**config.mk**
```make
export PLATFORM = sky130hd
export DESIGN_NAME = bus_mastership_ctrl
export DESIGN_NICKNAME = d
export VERILOG_FILES = /design/src/rtl/bmc_pkg.sv /design/src/rtl/bmc_fail_count.sv /design/src/rtl/bmc_frame_pol.sv /design/src/rtl/bus_mastership_ctrl.sv
export SDC_FILE = /design/constraint.sdc
export NUM_CORES = 1
export LEC_CHECK = 0
export BUFFER_PORTS_ARGS = -buffer_cell sky130_fd_sc_hd__buf_2
export CORE_AREA = 2 2 39 41
export DETAILED_ROUTE_END_ITERATION = 8
export DIE_AREA = 0 0 41 43
export GPL_TIMING_DRIVEN = 0
export HOLD_SLACK_MARGIN = 0.06
export PLACE_DENSITY = 0.64
export SYNTH_ARGS = -nofsm -noshare
export SYNTH_HDL_FRONTEND = slang
export SYNTH_SLANG_ARGS = --single-unit
```
**constraint.sdc**
```tcl
create_clock -name clk -period 3.1 [get_ports clk]
set_input_delay 0.465 -clock clk [delete_from_list [all_inputs] [get_ports clk]]
set_output_delay 0.465 -clock clk [all_outputs]
set_load 0.02 [all_outputs]
```
**src/rtl/bmc_pkg.sv**
```systemverilog
package bmc_pkg;
    typedef enum logic [1:0] {
        ST_MASTER   = 2'b00,
        ST_MONITOR  = 2'b01,
        ST_PROMOTED = 2'b10
    } bmc_state_e;

    localparam logic [1:0] ROLE_RESET = 2'b10;
endpackage

```
**src/rtl/bmc_fail_count.sv**
```systemverilog
module bmc_fail_count #(
    parameter int FAIL_FRAMES = 2
) (
    input  logic clk,
    input  logic rst_n,
    input  logic frame_tick,
    input  logic armed,
    input  logic err_in,
    output logic fail_hit
);
    localparam int CW = $clog2(FAIL_FRAMES + 1);
    localparam logic [CW-1:0] LIMIT_M1 = CW'(FAIL_FRAMES - 1);

    logic [CW-1:0] run_q;
    logic          err_lat_q;
    logic          err_now;

    // errors seen anywhere in the frame, including the tick cycle
    assign err_now  = err_lat_q | err_in;
    assign fail_hit = frame_tick & armed & err_now & (run_q >= LIMIT_M1);

    always_ff @(posedge clk) begin
        if (!rst_n) begin
            run_q     <= '0;
            err_lat_q <= 1'b0;
        end else if (frame_tick) begin
            err_lat_q <= 1'b0;
            if (!armed || !err_now || fail_hit)
                run_q <= '0;
            else
                run_q <= run_q + 1'b1;
        end else begin
            err_lat_q <= err_now;
        end
    end
endmodule

```
**src/rtl/bmc_frame_pol.sv**
```systemverilog
module bmc_frame_pol (
    input  logic frame_raw,
    input  logic frame_pol,
    output logic frame_comp
);
    assign frame_comp = frame_pol ? frame_raw : ~frame_raw;
endmodule

```
**src/rtl/bus_mastership_ctrl.sv**
```systemverilog
module bus_mastership_ctrl
    import bmc_pkg::*;
#(
    parameter int FAIL_FRAMES = 2
) (
    input  logic       clk,
    input  logic       rst_n,
    input  logic [1:0] role,
    input  logic       frame_tick,
    input  logic       clk_err,
    input  logic       frame_err,
    input  logic       override_a,
    input  logic       override_b,
    input  logic       frame_raw,
    input  logic       frame_pol,
    output logic       drv_en_a,
    output logic       drv_en_b,
    output logic       ref_local,
    output logic [1:0] state_o,
    output logic       promo_sticky
    ,output logic      frame_comp
);
    bmc_state_e state_q, state_d;
    logic [1:0] role_q;
    logic       ovr_a_q, ovr_b_q;
    logic       sticky_q;
    logic       fail_hit;
    logic       armed;
    logic       drv_on;

    assign armed = (state_q == ST_MONITOR) & role[1];

    bmc_fail_count #(.FAIL_FRAMES(FAIL_FRAMES)) u_fail (
        .clk        (clk),
        .rst_n      (rst_n),
        .frame_tick (frame_tick),
        .armed      (armed),
        .err_in     (clk_err | frame_err),
        .fail_hit   (fail_hit)
    );

    bmc_frame_pol u_pol (
        .frame_raw  (frame_raw),
        .frame_pol  (frame_pol),
        .frame_comp (frame_comp)
    );

    // next-state: decided only on a frame boundary
    always_comb begin
        state_d = state_q;
        if (frame_tick) begin
            if (!role[1]) begin
                state_d = ST_MASTER;
            end else begin
                unique case (state_q)
                    ST_MASTER:   state_d = ST_MONITOR;
                    ST_MONITOR:  state_d = fail_hit ? ST_PROMOTED : ST_MONITOR;
                    ST_PROMOTED: state_d = ST_PROMOTED;
                    default:     state_d = ST_MONITOR;
                endcase
            end
        end
    end

    always_ff @(posedge clk) begin
        if (!rst_n) begin
            state_q  <= ST_MONITOR;
            role_q   <= ROLE_RESET;
            ovr_a_q  <= 1'b0;
            ovr_b_q  <= 1'b0;
            sticky_q <= 1'b0;
        end else begin
            state_q <= state_d;
            if (frame_tick) begin
                role_q  <= role;
                ovr_a_q <= override_a;
                ovr_b_q <= override_b;
            end
            if (fail_hit)
                sticky_q <= 1'b1;
        end
    end

    always_comb begin
        drv_on       = (state_q != ST_MONITOR);
        drv_en_a     = drv_on & ~role_q[0] & ~ovr_a_q;
        drv_en_b     = drv_on &  role_q[0] & ~ovr_b_q;
        ref_local    = drv_on;
        state_o      = state_q;
        promo_sticky = sticky_q;
    end
endmodule

```
==> Word level (Yosys, flattened, before mapping) <==
Cells that the tools add are included.
{ "classes": {"n_reduce_logical": 5, "n_lt_le_gt_ge": 1, "addsub": 1, "bitwise_logic": 15, "muxes": 5, "n_eq_ne": 3} }
{ "ops": {"columns": ["op", "count"], "rows": [
  ["1-bit bitwise AND", 8],
  ["2-bit 2-to-1 mux", 3],
  ["1-bit NOT", 5],
  ["2-bit one-hot mux with 2 select lines", 1],
  ["2-bit by 1-bit adder with 2-bit output, second input constant", 1],
  ["2-bit by 1-bit equality test with 1-bit output, second input constant", 1],
  ["2-bit equality test, second input constant", 1],
  ["2-bit by 1-bit >= comparator with 1-bit output, second input constant", 1],
  ["1-bit logical NOT", 2],
  ["1-bit logical OR", 2],
  ["2-bit by 1-bit != test with 1-bit output, second input constant", 1],
  ["1-bit bitwise OR", 2],
  ["2-bit OR reduction", 1],
  ["1-bit 2-to-1 mux", 1]
]} }
{ "word_totals": {"in_bits": 11, "output_inout_bits": 7, "regBits": 9, "wordCells": 37} }

==> Longest topological paths before layout <==
{ "depth": {"depth_word": 8, "depth_mapped": 5, "ltp_nobuf": 5} }

==> By module <==
Synthesis repeated with hierarchy kept, for this count alone.
{ "hier_totals": {"cells_unflattened": 51, "hier_area_um2": 483.0} }
{ "modules_own_cells": {"columns": ["mod", "seq_area_each_um2", "cells_per_inst", "instances", "area_each_um2"], "rows": [
  ["bus_mastership_ctrl", 120.1, 34, 1, 325.3],
  ["bmc_fail_count", 60.1, 16, 1, 148.9],
  ["bmc_frame_pol", 0.0, 1, 1, 8.8]
]} }

==> Worst setup path before layout <==
Ideal clock, no wire load.
{ "synth_path": {"path_type": "register -> output", "startpoint": "register state_q[1] (netlist: state_o[1])", "endpoint": "output port drv_en_b", "slack_ns": 1.317, "path_stages_with_launch": 4, "n_path_buf": 0, "required_ns": 2.635, "t_arrival_ns": 1.318, "path_cell_list": "dfxtp_1 -> inv_1 -> ha_1 -> nor3b_1"} }
{ "synth_via": {"elab_chain_cells": 3} }
{ "synth_lines": {"columns": ["item", "line", "source"], "rows": [
  ["from (decl)", "bus_mastership_ctrl.sv:23", "bmc_state_e state_q, state_d;"],
  ["from (signal assigned)", "bus_mastership_ctrl.sv:73", "state_q <= state_d;"],
  ["2-bit by 1-bit != test with 1-bit output", "bus_mastership_ctrl.sv:85", "drv_on = (state_q != ST_MONITOR);"],
  ["1-bit bitwise AND (2 in series)", "bus_mastership_ctrl.sv:87", "drv_en_b = drv_on & role_q[0] & ~ovr_b_q;"],
  ["to (decl)", "bus_mastership_ctrl.sv:17", "output logic drv_en_b,"]
]} }
No other way between the ends.

==> Worst setup path after layout <==
Same ends and word-level chain as after synthesis.

==> impl_metrics.json <==
{
  "status": "finished, final reports clean",
  "n_fill_cell": 144,
  "grt_use_total_pct": 11.7,
  "p_leak_nw": 0.281,
  "min_path_type": "flip-flop to flip-flop",
  "drc": 0,
  "layout-drive-gt1-share_pct": 33.3,
  "final_cells": 85,
  "dr_total_vias": 393,
  "crit_type": "flip-flop to primary output",
  "via_per_inst": 4.62,
  "max_cap_viol_count": 0,
  "grt_max_degree": 11,
  "clk_pin_slew_ns": 0.06,
  "hold_ws_ns": 0.480,
  "peakVddDrop_v": 0.000164,
  "clk_latency_ns": 0.26,
  "critPathMaxFanout": 5,
  "post_cts_buffers": 0,
  "synth_edf_count": 0,
  "synth.area.top_cells": "dfxtp_1 (40%), ha_1 (8.4%), mux2i_1 (6.7%), inv_1 (5.1%), nor2b_1 (4.2%)",
  "worst_pin_slew_ns": 0.417,
  "antennaDiodeCount": 0,
  "postSynthAreaPerCell_um2": 9.28,
  "seq_area_um2": 180,
  "hold_viol_final": 0,
  "multiInputGateArea_um2": 234,
  "synth.most_common_cell": "dfxtp_1",
  "first_pass_iters": 4,
  "crit_required_ns": 2.63,
  "route.met3.wl_um": 57,
  "fin_crit_sh_pct": 57.6,
  "area_growth_pct": 29.5,
  "coreArea_mm2": 0.00138,
  "top_layer": "met4",
  "max_slew_margin_pct": 72.0,
  "yosysUniqueCellTypes": 24,
  "fmax_ghz": 0.560,
  "drtAntennaViolNets": 0,
  "synthFlopType": "dfxtp_1",
  "synth_top_area_cell": "dfxtp_1",
  "cts.sinks": 9,
  "cts-root-buf": "clkbuf_4",
  "pwr_density_cell_mw_per_mm2": 441,
  "synth_xor_xnor_area_share_pct": 1.97,
  "wire_per_inst_um": 10.2,
  "hpwlAfterDp_um": 702,
  "yosys_warnings": 0,
  "async_reset_ff_share_pct": 0,
  "synthCells": 48,
  "ys_seq_area_share_pct": 40.4,
  "synth_top_family_by_area": "simple AND/OR/NAND/NOR gates",
  "io_pins": 18,
  "final_nets": 84,
  "grt_pass1_vias": 357,
  "synth_top_area_share_pct": 40.4,
  "synthTopCellsByCount": "dfxtp_1 (9), inv_1 (6), ha_1 (3), mux2i_1 (3), nor2b_1 (3)",
  "grt-ovfl-total": 0,
  "std_cell_rows": 14,
  "initial_core_util_pct": 32.2,
  "die_area_mm2": 0.00176,
  "cts_tree": "done",
  "end_kind": "primary output",
  "grt_pass1_wl_um": 1300,
  "clk_path_buf_depth": 2,
  "slew_violations": 0,
  "synth_seq_cells": 9,
  "htreeDepth": 1,
  "synth_nets": 62,
  "rsz0062_at_grt": "false",
  "finalClockSkew_ns": 0.00391,
  "synthMuxAreaShare_pct": 6.74,
  "min_period_ns": 1.79,
  "cts_resized": 0,
  "die_y_um": 43,
  "wl_met2_um": 410,
  "synth_area_um2": 445,
  "die_w_um": 41,
  "cp-start-kind": "flip-flop",
  "drt-initial-drc-count": 5,
  "setup_viol": 0,
  "dpl.cell_count": 81,
  "port_buffers": 17,
  "numCtsBuffers": 3,
  "synth_fa_ha_area_share_pct": 8.43,
  "worstPathArrival_ns": 1.32,
  "cts_hold_buf": 0,
  "antenna_found_initial": 0,
  "gp_congestion": 0.816,
  "yosys.area_share.simple_pct": 23.9,
  "wl_met1_um": 386,
  "drt_wl_total_um": 869,
  "synth_compound_area_share_pct": 11.5,
  "finalSetupTns_ns": 0
}
-- stage by stage --
| stage | setup WS, ns | cell area [um2] | total power, mW | utilization [%] |
|---|---|---|---|---|
| floorplan | 1.32 | 445 | 0.152 | - |
| global placement | 1.59 | 551 | 0.168 | 39.8 |
| detailed placement | 1.58 | 551 | 0.169 | 39.8 |
| CTS | 1.29 | 577 | 0.261 | 41.7 |
| global route | 1.19 | 577 | 0.271 | 41.7 |
| finish | 1.31 | 577 | 0.254 | 41.7 |
-- metal layers --
layer  vias up  track usage, %
li1        206               -
met1       173            12.6
met2        12            16.3
met3         2            4.71
met4         0            10.7
met5         -               0
-- critical path: stages (launching register included) --
cell     delay, ns
dfxtp_1       0.34
inv_1         0.07
ha_1          0.25
nor3b_1       0.20
buf_2         0.19
-- sequential cells by signal (all words and copies together), names as in the netlist --
signal,count
u_fail.run_q,2
role_q,1
state_o,2
ovr_a_q,1
ovr_b_q,1
promo_sticky,1
u_fail.err_lat_q,1
-- path summary, 6_finish.rpt --
path                            depth (start not counted)  slack [ns]                       from                        end
worst max-delay path                                    4        1.31    state_o[1]$_SDFFE_PN0P_                   drv_en_b
worst min-delay path                                    1        0.48  promo_sticky$_SDFFE_PN0P_  promo_sticky$_SDFFE_PN0P_
worst max register to register                          5        1.68    state_o[1]$_SDFFE_PN0P_    state_o[0]$_SDFFE_PN1P_
worst min register to register                          1        0.48  promo_sticky$_SDFFE_PN0P_  promo_sticky$_SDFFE_PN0P_
-- cell families after synthesis --
group                      Yosys count
and+or+nand+nor                     17
AOI/OAI and AO/OA                    7
DFF                                  9
adders and majority gates            3
xor gates and xnor gates             1
muxes                                3
buffers and inverters                8
-- power by group --
group          switching, mW  internal [mW]  leakage [nW]  total, mW
sequential           0.00289          0.121        0.0738      0.124
clock                 0.0387         0.0495        0.0150     0.0881
combinational         0.0234         0.0191         0.192     0.0425
total                 0.0649          0.189         0.281      0.254
-- layout make-up --
| class | instances | share of cell area [%] |
|---|---|---|
| Buffer | 2 | 1.52 |
| Sequential cell | 9 | 31.2 |
| Inverter | 6 | 3.90 |
| Multi-Input combinational cell | 31 | 40.6 |
| Clock buffer | 4 | 4.56 |
| Tap cell | 16 | 3.47 |
| Timing Repair Buffer | 17 | 14.8 |
-- cells in the final DEF (no fill, tap or decap), types with 2 or more instances in the layout --
| cell | netlist | routed |
|---|---|---|
| nand3b_1 | 2 | 2 |
| nand2_1 | 2 | 2 |
| nor2b_1 | 3 | 3 |
| nor3b_1 | 2 | 2 |
| dfxtp_1 | 9 | 9 |
| o21ai_1 | 2 | 2 |
| clkbuf_4 | 0 | 3 |
| clkbuf_1 | 1 | 2 |
| inv_1 | 6 | 6 |
| ha_1 | 3 | 3 |
| nor3_1 | 2 | 2 |
| buf_2 | 1 | 18 |
| mux2i_1 | 3 | 3 |
Note: power is estimated with default switching activity, not from simulation.
